==> src/rtl/disp_seg_pkg.sv <==
package disp_seg_pkg;
  localparam int unsigned BYTE_W = 8;
  localparam int unsigned SEG8_W = 8;
  localparam int unsigned PAT_W  = 10;

  typedef enum logic [1:0] {
    GRP_PA   = 2'd0,
    GRP_PB   = 2'd1,
    GRP_CRD  = 2'd2,
    GRP_NONE = 2'd3
  } grp_e;

  function automatic grp_e grp_decode(input logic [2:0] sel);
    case (sel)
      3'b001:  return GRP_PA;
      3'b010:  return GRP_PB;
      3'b100:  return GRP_CRD;
      default: return GRP_NONE;
    endcase
  endfunction
endpackage

==> src/rtl/disp_bcd_seg.sv <==
module disp_bcd_seg
  import disp_seg_pkg::*;
(
  input  logic [3:0]        code_i,
  output logic [SEG8_W-1:0] seg_o
);
  // bit0 = a ... bit6 = g; codes 10..15 are display glyphs, not hex
  always_comb begin
    case (code_i)
      4'd0:    seg_o = 8'h3f;
      4'd1:    seg_o = 8'h06;
      4'd2:    seg_o = 8'h5b;
      4'd3:    seg_o = 8'h4f;
      4'd4:    seg_o = 8'h66;
      4'd5:    seg_o = 8'h6d;
      4'd6:    seg_o = 8'h7c;
      4'd7:    seg_o = 8'h07;
      4'd8:    seg_o = 8'h7f;
      4'd9:    seg_o = 8'h67;
      4'd10:   seg_o = 8'h58;
      4'd11:   seg_o = 8'h4c;
      4'd12:   seg_o = 8'h62;
      4'd13:   seg_o = 8'h69;
      4'd14:   seg_o = 8'h78;
      default: seg_o = 8'h00;
    endcase
  end
endmodule

==> src/rtl/disp_seg_widen.sv <==
module disp_seg_widen
  import disp_seg_pkg::*;
(
  input  logic [SEG8_W-1:0] seg_i,
  input  logic              mid_one_i,
  output logic [PAT_W-1:0]  pat_o
);
  // split-middle digits: g drives two halves, raw bit7 drives the centre pair
  always_comb begin
    pat_o[5:0] = seg_i[5:0];
    pat_o[6]   = seg_i[6];
    pat_o[7]   = seg_i[6];
    pat_o[8]   = seg_i[7] | mid_one_i;
    pat_o[9]   = seg_i[7] | mid_one_i;
  end
endmodule

==> src/rtl/disp_digit_rf.sv <==
module disp_digit_rf #(
  parameter int unsigned DEPTH = 64,
  parameter int unsigned W     = 10,
  localparam int unsigned AW   = $clog2(DEPTH)
) (
  input  logic          clk_i,
  input  logic          rst_ni,
  input  logic          we_i,
  input  logic [AW-1:0] waddr_i,
  input  logic [W-1:0]  wdata_i,
  input  logic [AW-1:0] raddr_i,
  output logic [W-1:0]  rdata_o
);
  logic [W-1:0] ent_q [DEPTH];

  always_ff @(posedge clk_i or negedge rst_ni) begin
    if (!rst_ni) begin
      for (int i = 0; i < int'(DEPTH); i++) ent_q[i] <= '0;
    end else if (we_i) begin
      ent_q[waddr_i] <= wdata_i;
    end
  end

  assign rdata_o = ent_q[raddr_i];

  p_wr_lands_r9: assert property (@(posedge clk_i) disable iff (!rst_ni)
    we_i && (raddr_i == waddr_i) |=> ($past(raddr_i) != raddr_i) || (rdata_o == $past(wdata_i)));
endmodule

==> src/rtl/disp_seg_drv.sv <==
module disp_seg_drv
  import disp_seg_pkg::*;
#(
  parameter int unsigned NUM_DIGITS = 64,
  parameter int unsigned GRP_STRIDE = 20,
  parameter int unsigned GRP_SPAN   = 16,
  localparam int unsigned IDX_W     = $clog2(NUM_DIGITS)
) (
  input  logic              clk_i,
  input  logic              rst_ni,
  input  logic              data_we_i,
  input  logic [BYTE_W-1:0] data_i,
  input  logic              strobe_we_i,
  input  logic [BYTE_W-1:0] strobe_i,
  input  logic [IDX_W-1:0]  rd_idx_i,
  output logic [PAT_W-1:0]  rd_pat_o,
  output logic              wr_valid_o,
  output logic [IDX_W-1:0]  wr_index_o,
  output logic [PAT_W-1:0]  wr_pattern_o
);
  localparam logic [IDX_W-1:0] BASE_PA  = IDX_W'(0);
  localparam logic [IDX_W-1:0] BASE_PB  = IDX_W'(GRP_STRIDE);
  localparam logic [IDX_W-1:0] BASE_CRD = IDX_W'(2 * GRP_STRIDE);

  logic [BYTE_W-1:0] data_q;
  grp_e              grp;
  logic              is_player, crd_force;
  logic [3:0]        code;
  logic [SEG8_W-1:0] seg8;
  logic [PAT_W-1:0]  wide, pat;
  logic [IDX_W-1:0]  base, idx;
  logic              hit;
  logic              wr_valid_q;
  logic [IDX_W-1:0]  wr_index_q;
  logic [PAT_W-1:0]  wr_pattern_q;
  logic              unused_strobe_msb;

  assign unused_strobe_msb = strobe_i[7];

  assign grp       = grp_decode(strobe_i[6:4]);
  assign is_player = (grp == GRP_PA) || (grp == GRP_PB);
  assign hit       = strobe_we_i && (grp != GRP_NONE);
  assign crd_force = (grp == GRP_CRD) && !data_q[7];

  // credit writes with DIP-enable low show '1' and persist that in the latch
  always_ff @(posedge clk_i or negedge rst_ni) begin
    if (!rst_ni)                      data_q <= '0;
    else if (data_we_i)               data_q <= data_i;
    else if (strobe_we_i && crd_force) data_q <= BYTE_W'(1);
  end

  assign code = crd_force ? 4'd1 : data_q[3:0];

  disp_bcd_seg u_lut (
    .code_i (code),
    .seg_o  (seg8)
  );

  disp_seg_widen u_widen (
    .seg_i     (seg8),
    .mid_one_i (!data_q[7]),
    .pat_o     (wide)
  );

  always_comb begin
    case (grp)
      GRP_PA:  base = BASE_PA;
      GRP_PB:  base = BASE_PB;
      default: base = BASE_CRD;
    endcase
  end

  assign idx = base + IDX_W'(strobe_i[3:0]);
  assign pat = is_player ? wide : PAT_W'(seg8);

  always_ff @(posedge clk_i or negedge rst_ni) begin
    if (!rst_ni) begin
      wr_valid_q   <= 1'b0;
      wr_index_q   <= '0;
      wr_pattern_q <= '0;
    end else begin
      wr_valid_q <= hit;
      if (hit) begin
        wr_index_q   <= idx;
        wr_pattern_q <= pat;
      end
    end
  end

  disp_digit_rf #(.DEPTH(NUM_DIGITS), .W(PAT_W)) u_rf (
    .clk_i   (clk_i),
    .rst_ni  (rst_ni),
    .we_i    (hit),
    .waddr_i (idx),
    .wdata_i (pat),
    .raddr_i (rd_idx_i),
    .rdata_o (rd_pat_o)
  );

  assign wr_valid_o   = wr_valid_q;
  assign wr_index_o   = wr_index_q;
  assign wr_pattern_o = wr_pattern_q;

  p_valid_from_strobe_r9: assert property (@(posedge clk_i) disable iff (!rst_ni)
    wr_valid_o |-> $past(strobe_we_i));

  p_index_window_r3: assert property (@(posedge clk_i) disable iff (!rst_ni)
    wr_valid_o |-> (int'(wr_index_o) < int'(GRP_SPAN)) ||
                   ((int'(wr_index_o) >= int'(GRP_STRIDE)) && (int'(wr_index_o) < int'(GRP_STRIDE + GRP_SPAN))) ||
                   ((int'(wr_index_o) >= int'(2 * GRP_STRIDE)) && (int'(wr_index_o) < int'(2 * GRP_STRIDE + GRP_SPAN))));

  p_player_g_dup_r5: assert property (@(posedge clk_i) disable iff (!rst_ni)
    wr_valid_o && (int'(wr_index_o) < int'(2 * GRP_STRIDE)) |-> wr_pattern_o[7] == wr_pattern_o[6]);

  p_credit_narrow_r2: assert property (@(posedge clk_i) disable iff (!rst_ni)
    wr_valid_o && (int'(wr_index_o) >= int'(2 * GRP_STRIDE)) |-> wr_pattern_o[9:7] == 3'b000);

  p_credit_rewrite_r7: assert property (@(posedge clk_i) disable iff (!rst_ni)
    strobe_we_i && !data_we_i && (strobe_i[6:4] == 3'b100) && !data_q[7]
      |=> (data_q == BYTE_W'(1)) && (wr_pattern_o == PAT_W'(10'h006)));

  p_data_hold_r8: assert property (@(posedge clk_i) disable iff (!rst_ni)
    !data_we_i && !strobe_we_i |=> $stable(data_q));
endmodule

==> config.mk <==
export PLATFORM = sky130hd
export DESIGN_NAME = disp_seg_drv
export DESIGN_NICKNAME = d
export VERILOG_FILES = /design/src/rtl/disp_seg_pkg.sv /design/src/rtl/disp_bcd_seg.sv /design/src/rtl/disp_seg_widen.sv /design/src/rtl/disp_digit_rf.sv /design/src/rtl/disp_seg_drv.sv
export SDC_FILE = /design/constraint.sdc
export NUM_CORES = 1
export LEC_CHECK = 0
export BUFFER_PORTS_ARGS = -buffer_cell sky130_fd_sc_hd__buf_2
export CAP_MARGIN = 40
export CORE_ASPECT_RATIO = 0.6
export CORE_MARGIN = 2
export CORE_UTILIZATION = 25
export DETAILED_ROUTE_END_ITERATION = 16
export PLACE_DENSITY = 0.38
export SLEW_MARGIN = 0
export SYNTH_ARGS = -nofsm -noshare
export SYNTH_HDL_FRONTEND = slang
export SYNTH_HIERARCHICAL = 1
export SYNTH_SLANG_ARGS = --single-unit
==> constraint.sdc <==
create_clock -name clk_i -period 5.2 [get_ports clk_i]
set_clock_uncertainty 0.1 [all_clocks]
set_input_delay 0.26 -clock clk_i [delete_from_list [all_inputs] [get_ports clk_i]]
set_output_delay 0.26 -clock clk_i [all_outputs]
set_load 0.01 [all_outputs]
==> impl_metrics.json <==
{
  "die_h_um": 275.3,
  "synth_cells": 1973,
  "cellLeakagePower_uw": 0.01615,
  "timing.fmax_mhz": 268.8,
  "cts_buffer_depth": 3,
  "cap_violations": 0,
  "synthTopCellsByArea": "dfrtp_1 54%, mux2_2 25%, mux4_2 11%, clkbuf_1 1.1%, mux2i_1 1.1%",
  "path_cells": "nor4b_1, and2b_1, inv_2, ha_1, inv_1, mux4_2, mux2_2, buf_4, mux2_2",
  "fp.dieW_um": 456.2,
  "finalSetupTns_ns": 0,
  "rsz0062_at_grt": "false",
  "grtUsageTotal_pct": 14.79,
  "cts_resized": 0,
  "cpMostUsedCell": "mux2_2",
  "dpl.hpwl_mm": 59.72,
  "fin_crit_ns": 3.720,
  "ios": 53,
  "yosys.area.top_type_share_pct": 54.00,
  "synth_cell_types": 58,
  "synth_edf_count": 0,
  "grt_max_degree": 169,
  "ir_worst_vdd_uv": 196.3,
  "hp-class": "in -> async",
  "grt_pass1_vias": 18600,
  "clk_latency_ns": 0.65,
  "via_count": 17290,
  "yosysSeqAreaShare_pct": 54.00,
  "worst_setup_path_end_kind": "flip-flop",
  "cp_slowest_cell": "nor4b_1",
  "synth_ff_type": "dfrtp_1",
  "route.detailed.drc": 0,
  "crit_path_max_fanout": 41,
  "nets": 2055,
  "drt-wirelength-per-cell_um": 24.75,
  "initial_core_util_pct": 25.22,
  "drive_gt1_share_pct": 53.69,
  "num-fill-cells": 12160,
  "clkSinkCount": 662,
  "powerDensity_nw_per_um2": 377.2,
  "core_area_sq_um": 121600,
  "grt_pass1_wl_mm": 135.6,
  "area_growth_pct": 15.46,
  "numCtsBuffers": 70,
  "slowest_delay_ns": 0.61,
  "post-route-util_pct": 29.12,
  "ys_ff_latch": 662,
  "total_power_uw": 13360,
  "wl_mm": 91.41,
  "post_dp_cell_area_sq_um": 32900,
  "io_buffers": 48,
  "cp.arrival_ns": 4.14,
  "viasPerCell": 4.681,
  "root_buffer": "clkbuf_16",
  "hold_viol": 0,
  "gp_congestion": 0.7685,
  "stdcell_area_sq_um": 35420,
  "yosys.area.top_type": "dfrtp_1",
  "drv_slew": 0,
  "syn_nets": 2008,
  "outcome": "finished clean",
  "rows": 99,
  "antenna_found_initial": 12,
  "cp.required_ns": 5.62,
  "ant_nets": 0,
  "cts_tree": "built",
  "synth-async-reset-ratio_pct": 100.0,
  "overflow": 0,
  "first_pass_iters": 4,
  "crit_type": "reg -> reg",
  "htree_levels": 3,
  "hold_ws_ns": 0.1088,
  "cp-start-kind": "flip-flop",
  "ys_warn_count": 6,
  "die-area_sq_um": 125600,
  "syn_area_sq_um": 30680,
  "slew-limit-headroom_pct": 34.52,
  "tightest_slew_ns": 0.9822,
  "finalSetupViolCount": 0,
  "syn_area_per_cell_sq_um": 15.55,
  "post-route-period-util_pct": 71.53,
  "drt_iter0_drc": 1120,
  "clkTransAtPathRegs_ns": 0.06
}
==> power breakdown <==
part,internal (uW),switching (uW)
combinational,1010,1070
clock,2930,2190
sequential,5830,326
total,9770,3590
==> synthesized netlist by cell type, types with 17 or more instances <==
library cell	n
mux2_2	670
dfrtp_1	662
mux4_2	155
clkbuf_1	90
nor2_2	40
nand2_1	34
mux2i_1	33
a21oi_1	28
buf_2	20
o22ai_1	20
nor2b_1	19
buf_4	17
==> cell usage in the layout (no fill, tap or decap), drive strengths merged, types with 4 or more instances in the layout <==
cell type	count
nand4	4
clkinv	14
clkbuf	107
buf	106
a211oi	7
or2	4
and2	9
nor4	7
mux4	155
nand3b	4
diode	6
a21o	7
nand3	9
nand2	34
a21oi	29
nand2b	4
inv	12
nor2	54
ha	8
mux2i	33
o22ai	20
dlygate4sd3	18
mux2	682
dfrtp	662
o21ai	11
a22o	8
nor2b	19
o221ai	7
==> through the flow <==
stage	cells	setup slack [ns]
2_1_floorplan	1973	2.060
3_3_place_gp	3525	1.154
3_5_place_dp	3542	1.128
4_1_cts	3683	1.503
5_1_grt	3688	1.309
6_report	3693	1.480
==> logic make-up after synthesis <==
logic type | share of synthesized area (%)
AO/OA/AOI/OAI | 2.268
buffers and inverters | 2.492
multiplexers | 37.56
flip-flops | 54.00
other | 0.01222
XOR/XNOR | 0.05711
adder cells (fa/ha/maj) | 0.3915
AND/OR/NAND/NOR | 3.218
==> what timing repair did <==
action | in CTS | in global routing
hold buffers | 18 | 0
endpoints found under the hold margin | 82 | 0
endpoints found under the setup margin | 0 | 0
setup buffers | 0 | 0
==> path summary, 6_finish.rpt <==
kind | from | to | slack [ns] | cells after the start
max | data_q[7] | u_rf/ent_q[400] | 1.48 | 9
min | rst_ni | u_rf/ent_q[232] | 0.11 | 2
max reg2reg | data_q[7] | u_rf/ent_q[400] | 1.48 | 9
min reg2reg | u_rf/ent_q[488] | u_rf/ent_q[488] | 0.39 | 1
max in group asynchronous | rst_ni | u_rf/ent_q[627] | 3.47 | 3
min in group clk_i | strobe_i[4] | wr_index_o[3] | 0.15 | 4
==> registers in the layout, summed over array words and instances (netlist names) <==
name          count
wr_pattern_o     10
u_rf/ent_q      640
wr_valid_o        1
data_q            5
wr_index_o        6
==> layout make-up <==
class | count | area, sq um | share of cell area, %
clock buffers | 106 | 2131 | 6.016
diodes | 6 | 15.01 | 0.04239
flip-flops and latches | 662 | 16570 | 46.77
well taps | 1616 | 2022 | 5.708
inverters | 11 | 41.29 | 0.1166
multi-input cells | 1149 | 13350 | 37.69
repair buffers | 126 | 1135 | 3.204
clock inverters | 17 | 161.4 | 0.4557
==> worst max-delay path: cells and delay by family, from the launching register on <==
kind | cells | cell delay, ns
multiplexers | 3 | 1.34
AND/OR/NAND/NOR | 2 | 0.97
buffers and inverters | 3 | 0.55
flip-flops | 1 | 0.38
adder cells (fa/ha/maj) | 1 | 0.14
==> layer usage <==
layer | track usage, % | up-vias | part of all wire, %
met2 | 19.93 | 259 | 40
met4 | 3.051 | 2 | 1.7
met5 | 0 | - | 0.014
met3 | 4.060 | 96 | 4.6
li1 | - | 7448 | -
met1 | 23.10 | 9482 | 54
Note: power is estimated with default switching activity, not from simulation.
